File: config.mk
export PLATFORM = sky130hd
export DESIGN_NAME = word_scaled_agu
export DESIGN_NICKNAME = d
export VERILOG_FILES = /design/src/rtl/word_scaled_agu.sv
export SDC_FILE = /design/constraint.sdc
export NUM_CORES = 1
export LEC_CHECK = 0
export ABC_AREA = 1
export BUFFER_PORTS_ARGS = -buffer_cell sky130_fd_sc_hd__buf_2
export CORE_MARGIN = 2
export CORE_UTILIZATION = 32
export CTS_CLUSTER_DIAMETER = 150
export CTS_CLUSTER_SIZE = 20
export DETAILED_ROUTE_END_ITERATION = 6
export PLACE_DENSITY = 0.64
export SYNTH_ARGS = -nofsm -noshare
export SYNTH_HDL_FRONTEND = slang
export SYNTH_SLANG_ARGS = --single-unit
export TNS_END_PERCENT = 20
File: constraint.sdc
create_clock -name clk -period 2 [get_ports clk]
set_clock_uncertainty 0.2 [all_clocks]
set_input_delay 0.2 -clock clk [delete_from_list [all_inputs] [get_ports clk]]
set_output_delay 0.2 -clock clk [all_outputs]
set_load 0.1 [all_outputs]
File: src/rtl/word_scaled_agu.sv
module word_scaled_agu #(
  parameter int AW     = 16,
  parameter int OFF_W  = 6,
  parameter int VEC_W  = 8,
  parameter int RIDX_W = 3
) (
  input  logic              clk,
  input  logic              rst,
  input  logic              in_valid,
  input  logic [15:0]       instr,
  input  logic [AW-1:0]     base,
  output logic              out_valid,
  output logic [AW-1:0]     out_addr,
  output logic [AW-1:0]     out_addr_hi,
  output logic [1:0]        out_kind,
  output logic [RIDX_W-1:0] out_reg
);
  localparam logic [3:0] OP_LD = 4'b0110;
  localparam logic [3:0] OP_ST = 4'b0111;
  localparam logic [3:0] OP_TR = 4'b1111;
  localparam int OFF_PAD = AW - OFF_W - 1;
  localparam int VEC_PAD = AW - VEC_W - 1;

  wire [3:0] op    = instr[15:12];
  wire       is_ld = (op == OP_LD);
  wire       is_st = (op == OP_ST);
  wire       is_tr = (op == OP_TR);
  wire       hit   = in_valid & (is_ld | is_st | is_tr);

  wire [AW-1:0] off_bytes = {{OFF_PAD{instr[OFF_W-1]}}, instr[OFF_W-1:0], 1'b0};
  wire [AW-1:0] vec_bytes = {{VEC_PAD{1'b0}}, instr[VEC_W-1:0], 1'b0};
  wire [AW-1:0] ea        = is_tr ? vec_bytes : base + off_bytes;

  logic [1:0] kind_d;
  always_comb begin
    kind_d = 2'b00;
    if (is_ld) kind_d = 2'b01;
    if (is_st) kind_d = 2'b10;
    if (is_tr) kind_d = 2'b11;
  end

  always_ff @(posedge clk) begin
    if (rst) begin
      out_valid <= 1'b0;
      out_addr  <= '0;
      out_kind  <= 2'b00;
      out_reg   <= '0;
    end else begin
      out_valid <= hit;
      out_addr  <= hit ? ea : '0;
      out_kind  <= hit ? kind_d : 2'b00;
      out_reg   <= (hit && !is_tr) ? instr[11:9] : '0;
    end
  end

  assign out_addr_hi = out_addr + {{(AW-1){1'b0}}, 1'b1};
endmodule


==> results.yml, run 1 <==
final_layout:
  final_common_cell: "nand2_1"
  area_growth_pct: 53.96
  fillers: 568
  final_cell_mix: "nand2_1, buf_2, inv_1"
  layout.nets: 443
  diodes: 0
  stdcell_area_um2: 3013
  largest_register_ffs: 16
  drive_above_1_share_pct: 35.81
global_route:
  antenna_found_initial: 0
  grt_max_degree: 16
  grt_pass1_wl_um: 7410
  grt-ovfl-total: 0
  grt.total_usage_pct: 13.88
  grt_pass1_vias: 1791
drt:
  route.detailed.drc: 0
  avgRoutedWirePerCell_um: 9.723
  drt_iter0_markers: 53
  wl_um: 4531
  vias_per_cell: 4.350
  dr.pass1.iters: 5
  final_antenna_net_count: 0
  vias: 2027
yosys:
  syn_nets: 357
  syn_area_um2: 1957
  ys_seq_area_share_pct: 22.51
  yosysWarnings: 0
  synth_cell_types: 29
  synth-seq-cells: 22
  synth_cells: 306
  synth.avg_cell_area_um2: 6.395
setup_path:
  arrival_ns: 1.74
  crit_path_start_kind: "flop"
  crit_type: "flop to output port"
  cp-end-kind: "output port"
  worstPathRequired_ns: 1.60
  crit_fanout: 4
timing:
  max_freq_mhz: 468.1
  timing.hold.ws_ns: 0.02531
  drv_slew: 0
  rsz0062_at_grt: "yes"
  setup_viol: 7
  hold_violations: 0
  worst_slew_pin_slew_ns: 0.4943
  fin_ws_ns: -0.1363
  tns_ns: -0.5307
  fin_crit_sh_pct: 106.8
  relSlewSlack_pct: 67.27
  fin_crit_ns: 2.136
place:
  place_hpwl_um: 3991
  place.gp.congestion: 0.9086
  port_buffers: 71
  dpl_worst_slack_ns: 0.01991
  place_area_um2: 2853
power:
  combPwrFrac_pct: 35.4
  p_int_mw: 0.8674
  p_sw_mw: 0.4504
  ir_drop_uv: 209.7
  seqPwrFrac_pct: 34.3
  p_per_area_nw_per_um2: 437.4
  sw_frac_of_total_pct: 34.18
  leakagePower_nw: 1.676
  pwr-share-clk_pct: 30.3
clock_tree:
  clock_sinks: 22
  root_buffer: "clkbuf_8"
  clockBufferDepth: 2
  htree_levels: 1
  cts_tree: "done"
  path_clk_slew_ns: 0.08
  numCtsBuffers: 3
floorplanning:
  core-area_um2: 5921
  ios: 73
  fp.dieH_um: 82.20
  rows: 28
  die_w_um: 82.20
  die_area_um2: 6757
  start_util_pct: 33.05
status:
  violations: "negative setup slack"
  status: "finished with violations"
job:
  cap_viol_max_count: 0
worst_hold_path:
  holdCritPathClass: "input port to flop"
cell usage after synthesis (all sizes together):
cell type / instances / area share (%)
nand2: 85 / 17
inv: 62 / 12
nor2: 45 / 11
dfxtp: 22 / 23
nand3: 19 / 5.6
ha: 15 / 9.6
a21oi: 12 / 3.3
xor2: 10 / 4.5
o21ai: 7 / 2.0
nor3: 6 / 3.5
xnor2: 6 / 2.7
nand4: 5 / 1.6
and2: 3 / 0.96
clkinv: 3 / 0.58
nand3b: 2 / 0.77
buf: 1 / 0.58
fa: 1 / 1.0
o211ai: 1 / 0.64
or2: 1 / 0.32
final cells by class:
type / count / area (µm²) / area share (%)
Multi-Input combinational cell: 218 / 1504 / 49.92
Timing Repair Buffer: 82 / 628.1 / 20.85
Sequential cell: 22 / 471.7 / 15.66
Clock inverter: 1 / 30.03 / 0.9967
Tap cell: 75 / 93.84 / 3.115
Clock buffer: 3 / 41.29 / 1.370
Inverter: 65 / 244.0 / 8.098
final timing paths:
path / startpoint / to / slack, ns / depth (start not counted)
max: out_addr[0]$_SDFF_PP0_ / out_addr_hi[14] / -0.14 / 6
min: instr[4] / out_addr[5]$_SDFF_PP0_ / 0.03 / 3
power groups by stage:
| stage | logic (mW) | registers [mW] | clock network, mW |
|---|---|---|---|
| 2_1_floorplan | 0.286 | 0.521 | 0 |
| 3_3_place_gp | 0.453 | 0.462 | 0 |
| 3_5_place_dp | 0.460 | 0.462 | 0 |
| 4_1_cts | 0.469 | 0.452 | 0.413 |
| 5_1_grt | 0.520 | 0.453 | 0.423 |
| 6_report | 0.466 | 0.452 | 0.399 |
stage by stage:
| stage | std cells | total power [mW] | utilization [%] |
|---|---|---|---|
| 2_1_floorplan | 306 | 0.8067 | - |
| 3_3_place_gp | 455 | 0.9148 | 48.18 |
| 3_5_place_dp | 455 | 0.9226 | 48.18 |
| 4_1_cts | 466 | 1.334 | 50.89 |
| 5_1_grt | 466 | 1.396 | 50.89 |
| 6_report | 466 | 1.318 | 50.89 |
what timing repair did:
action,4_1_cts,5_1_grt
buffers inserted,2,0
hold buffers,5,0
pin swaps,7,3
setup endpoints to repair,8,9
resized for setup,2,0
hold endpoints to repair,5,0
cells by family (layout without fill, tap and decap cells):
family / after synthesis / count (layout) / share of synthesized area, %
AO/OA/AOI/OAI: 20 / 20 / 5.882
buffers and inverters: 66 / 151 / 13.04
adder cells (fa/ha/maj): 16 / 16 / 10.61
AND/OR/NAND/NOR: 166 / 166 / 40.79
flip-flops: 22 / 22 / 22.51
XOR/XNOR: 16 / 16 / 7.161
critical path: stages (launching register included):
cell and delay [ns]:
dfxtp_4 0.38, ha_4 0.14, nand3_4 0.08, nor3_4 0.20, nand4_1 0.24, xnor2_4 0.24
buf_12 0.19
per-layer routing:
layer	part of all wire, %	vias up	wire, µm	GRT usage, %
met4	1.7	0	78	6.000
met1	46	880	2083	17.79
met3	3.6	5	163	0.9783
li1	-	1099	-	-
met2	49	43	2206	23.87
met5	0	-	0	0
(Power assumes the default switching activity.)
==> inputs of run 2 (changes only) <==
--- a/config.mk
+++ b/config.mk
@@ -10,8 +10,9 @@
 export CORE_MARGIN = 2
 export CORE_UTILIZATION = 32
 export CTS_CLUSTER_DIAMETER = 150
-export CTS_CLUSTER_SIZE = 20
+export CTS_CLUSTER_SIZE = 40
 export DETAILED_ROUTE_END_ITERATION = 6
+export GPL_TIMING_DRIVEN = 0
 export PLACE_DENSITY = 0.64
 export SYNTH_ARGS = -nofsm -noshare
 export SYNTH_HDL_FRONTEND = slang
==> run 2 against run 1 <==
The flow still finishes with violations (negative setup slack). Wire length is 5.5% higher. Design area shrank 0.96%. Clock power fell by 36%. Maximum frequency decreased by 1.1%. Flip-flop and latch count unchanged. Global-route usage up 0.54 points. Hold slack improved by 0.020 ns. Cell count increased by 0.21%. Die area unchanged. First-iteration DRC count increased by 21%. Critical path type unchanged. Largest cell class unchanged. Largest power group unchanged. Highest routed layer unchanged.
==> results.yml, run 2 (same netlist as run 1, synthesis figures left out) <==
status:
  status: "finished with violations"
  violations: "negative setup slack"
power:
  ir_drop_uv: 188.7
  leakagePower_nw: 1.675
  finalPower_mw: 1.173
  p_per_area_nw_per_um2: 393.2
clock_tree:
  clock_sinks: 22
  path_clk_slew_ns: 0.07
  numCtsBuffers: 3
  root_buffer: "clkbuf_8"
  cts_tree: "done"
  clockBufferDepth: 2
  htree_levels: 1
place:
  port_buffers: 71
  place_hpwl_um: 4068
  place_area_um2: 2669
  place.gp.congestion: 0.9069
global_route:
  grtUsageMet2_pct: 26.05
  grt.total_usage_pct: 14.42
  grt-ovfl-total: 0
  grt_pass1_vias: 1831
  grt_pass1_wl_um: 7810
  grt.met3_usage_pct: 0.9783
  antenna_found_initial: 0
  met1_usage_pct: 18.76
  globalRoute.busiestLayer: "met2"
  grt_max_degree: 13
final_layout:
  area_growth_pct: 52.49
  drive_above_1_share_pct: 36.22
  fillers: 594
  final_common_cell: "nand2_1"
  diodes: 0
  regArea_um2: 476.7
  stdcell_area_um2: 2984
  largest_register_ffs: 16
  layout.nets: 444
  multiInputGateArea_um2: 1516
  final_cell_mix: "nand2_1, buf_2, inv_1"
timing:
  fin_ws_ns: -0.1606
  max_freq_mhz: 462.8
  drv_slew: 0
  tns_ns: -0.5597
  relSlewSlack_pct: 67.25
  hold_violations: 0
  rsz0062_at_grt: "yes"
  fin_crit_ns: 2.161
  fin_crit_sh_pct: 108.0
  worst_slew_pin_slew_ns: 0.4946
  setup_viol: 7
setup_path:
  worstPathRequired_ns: 1.60
  crit_path_start_kind: "flop"
  crit_fanout: 4
  crit_type: "flop to output port"
  arrival_ns: 1.76
  cp-end-kind: "output port"
worst_hold_path:
  min_to: "out_kind[0]$_SDFF_PP0_"
  holdCritPathClass: "input port to flop"
  min_from: "instr[15]"
  hold_path_depth: 4
drt:
  vias_per_cell: 4.362
  avgRoutedWirePerCell_um: 10.23
  route.detailed.drc: 0
  final_antenna_net_count: 0
  vias: 2037
  dr.pass1.iters: 4
  drt_iter0_markers: 64
  wl_um: 4779
floorplanning:
  ios: 73
  die_w_um: 82.20
  start_util_pct: 33.05
  die_area_um2: 6757
  rows: 28
  core-area_um2: 5921
  fp.dieH_um: 82.20
job:
  cap_viol_max_count: 0
run 2: cell count changes in the layout (fill, tap and decap cells not counted), moves of 2 or more:
| cell | delta |
|---|---|
| buf_12 | -3 |
| dfxtp_2 | -2 |
| dfxtp_4 | +2 |
| buf_4 | +3 |
| buf_6 | +2 |
run 2: worst max-delay path by stage:
stage | endpoint | start | cells past startpoint
floorplan | out_addr_hi[13] | out_addr[8]$_SDFF_PP0_ | 5
global placement | out_addr_hi[12] | out_addr[0]$_SDFF_PP0_ | 7
detailed placement | out_addr_hi[12] | out_addr[0]$_SDFF_PP0_ | 7
CTS | out_addr_hi[14] | out_addr[1]$_SDFF_PP0_ | 6
global route | out_addr_hi[14] | out_addr[1]$_SDFF_PP0_ | 6
finish | out_addr_hi[14] | out_addr[1]$_SDFF_PP0_ | 6
run 2: area by class of cell:
class | count | share of cell area (%)
tap | 75 | 3.145
clock buffer | 3 | 1.384
sequential | 22 | 15.97
inverter | 65 | 8.176
multi-input combinational | 218 | 50.82
clock inverter | 1 | 0.1258
timing repair buffer | 82 | 20.00
buffer | 1 | 0.3774
run 2: worst max-delay path, cell delays in order, from the launching register on:
cell,delay [ns]
dfxtp_4,0.38
ha_4,0.15
nand3_4,0.07
nor3_4,0.22
nand4_1,0.26
xnor2_4,0.24
buf_12,0.19
run 2: stage by stage:
stage | setup slack, ns | instances | hold slack, ns | util (%)
detailed placement | -0.2757 | 452 | 0.2177 | 45.08
floorplan | -0.4721 | 306 | 0.1025 | -
finish | -0.1606 | 467 | 0.04547 | 50.40
CTS | -0.1806 | 466 | 0.03474 | 49.83
global placement | -0.2418 | 452 | 0.2093 | 45.08
global route | -0.2451 | 467 | 0.05048 | 50.40
run 2: per-layer routing:
| metal | vias to the layer above | part of all wire, % |
|---|---|---|
| li1 | 1100 | - |
| met1 | 892 | 45 |
| met2 | 43 | 51 |
| met3 | 2 | 3.4 |
| met4 | 0 | 0.71 |
| met5 | - | 0 |
run 2: repair_timing:
action	4_1_cts	5_1_grt
gates cloned	0	0
gates resized for setup	40	8
pin swaps	8	7
hold endpoints to repair	5	0
setup buffers	5	1
setup endpoints to repair	11	12
hold buffers	5	0
run 2: power by group:
group	switching (mW)	internal (mW)	leakage, nW
combinational	0.310	0.158	1.46
sequential	0.0113	0.439	0.187
clock	0.119	0.136	0.0231
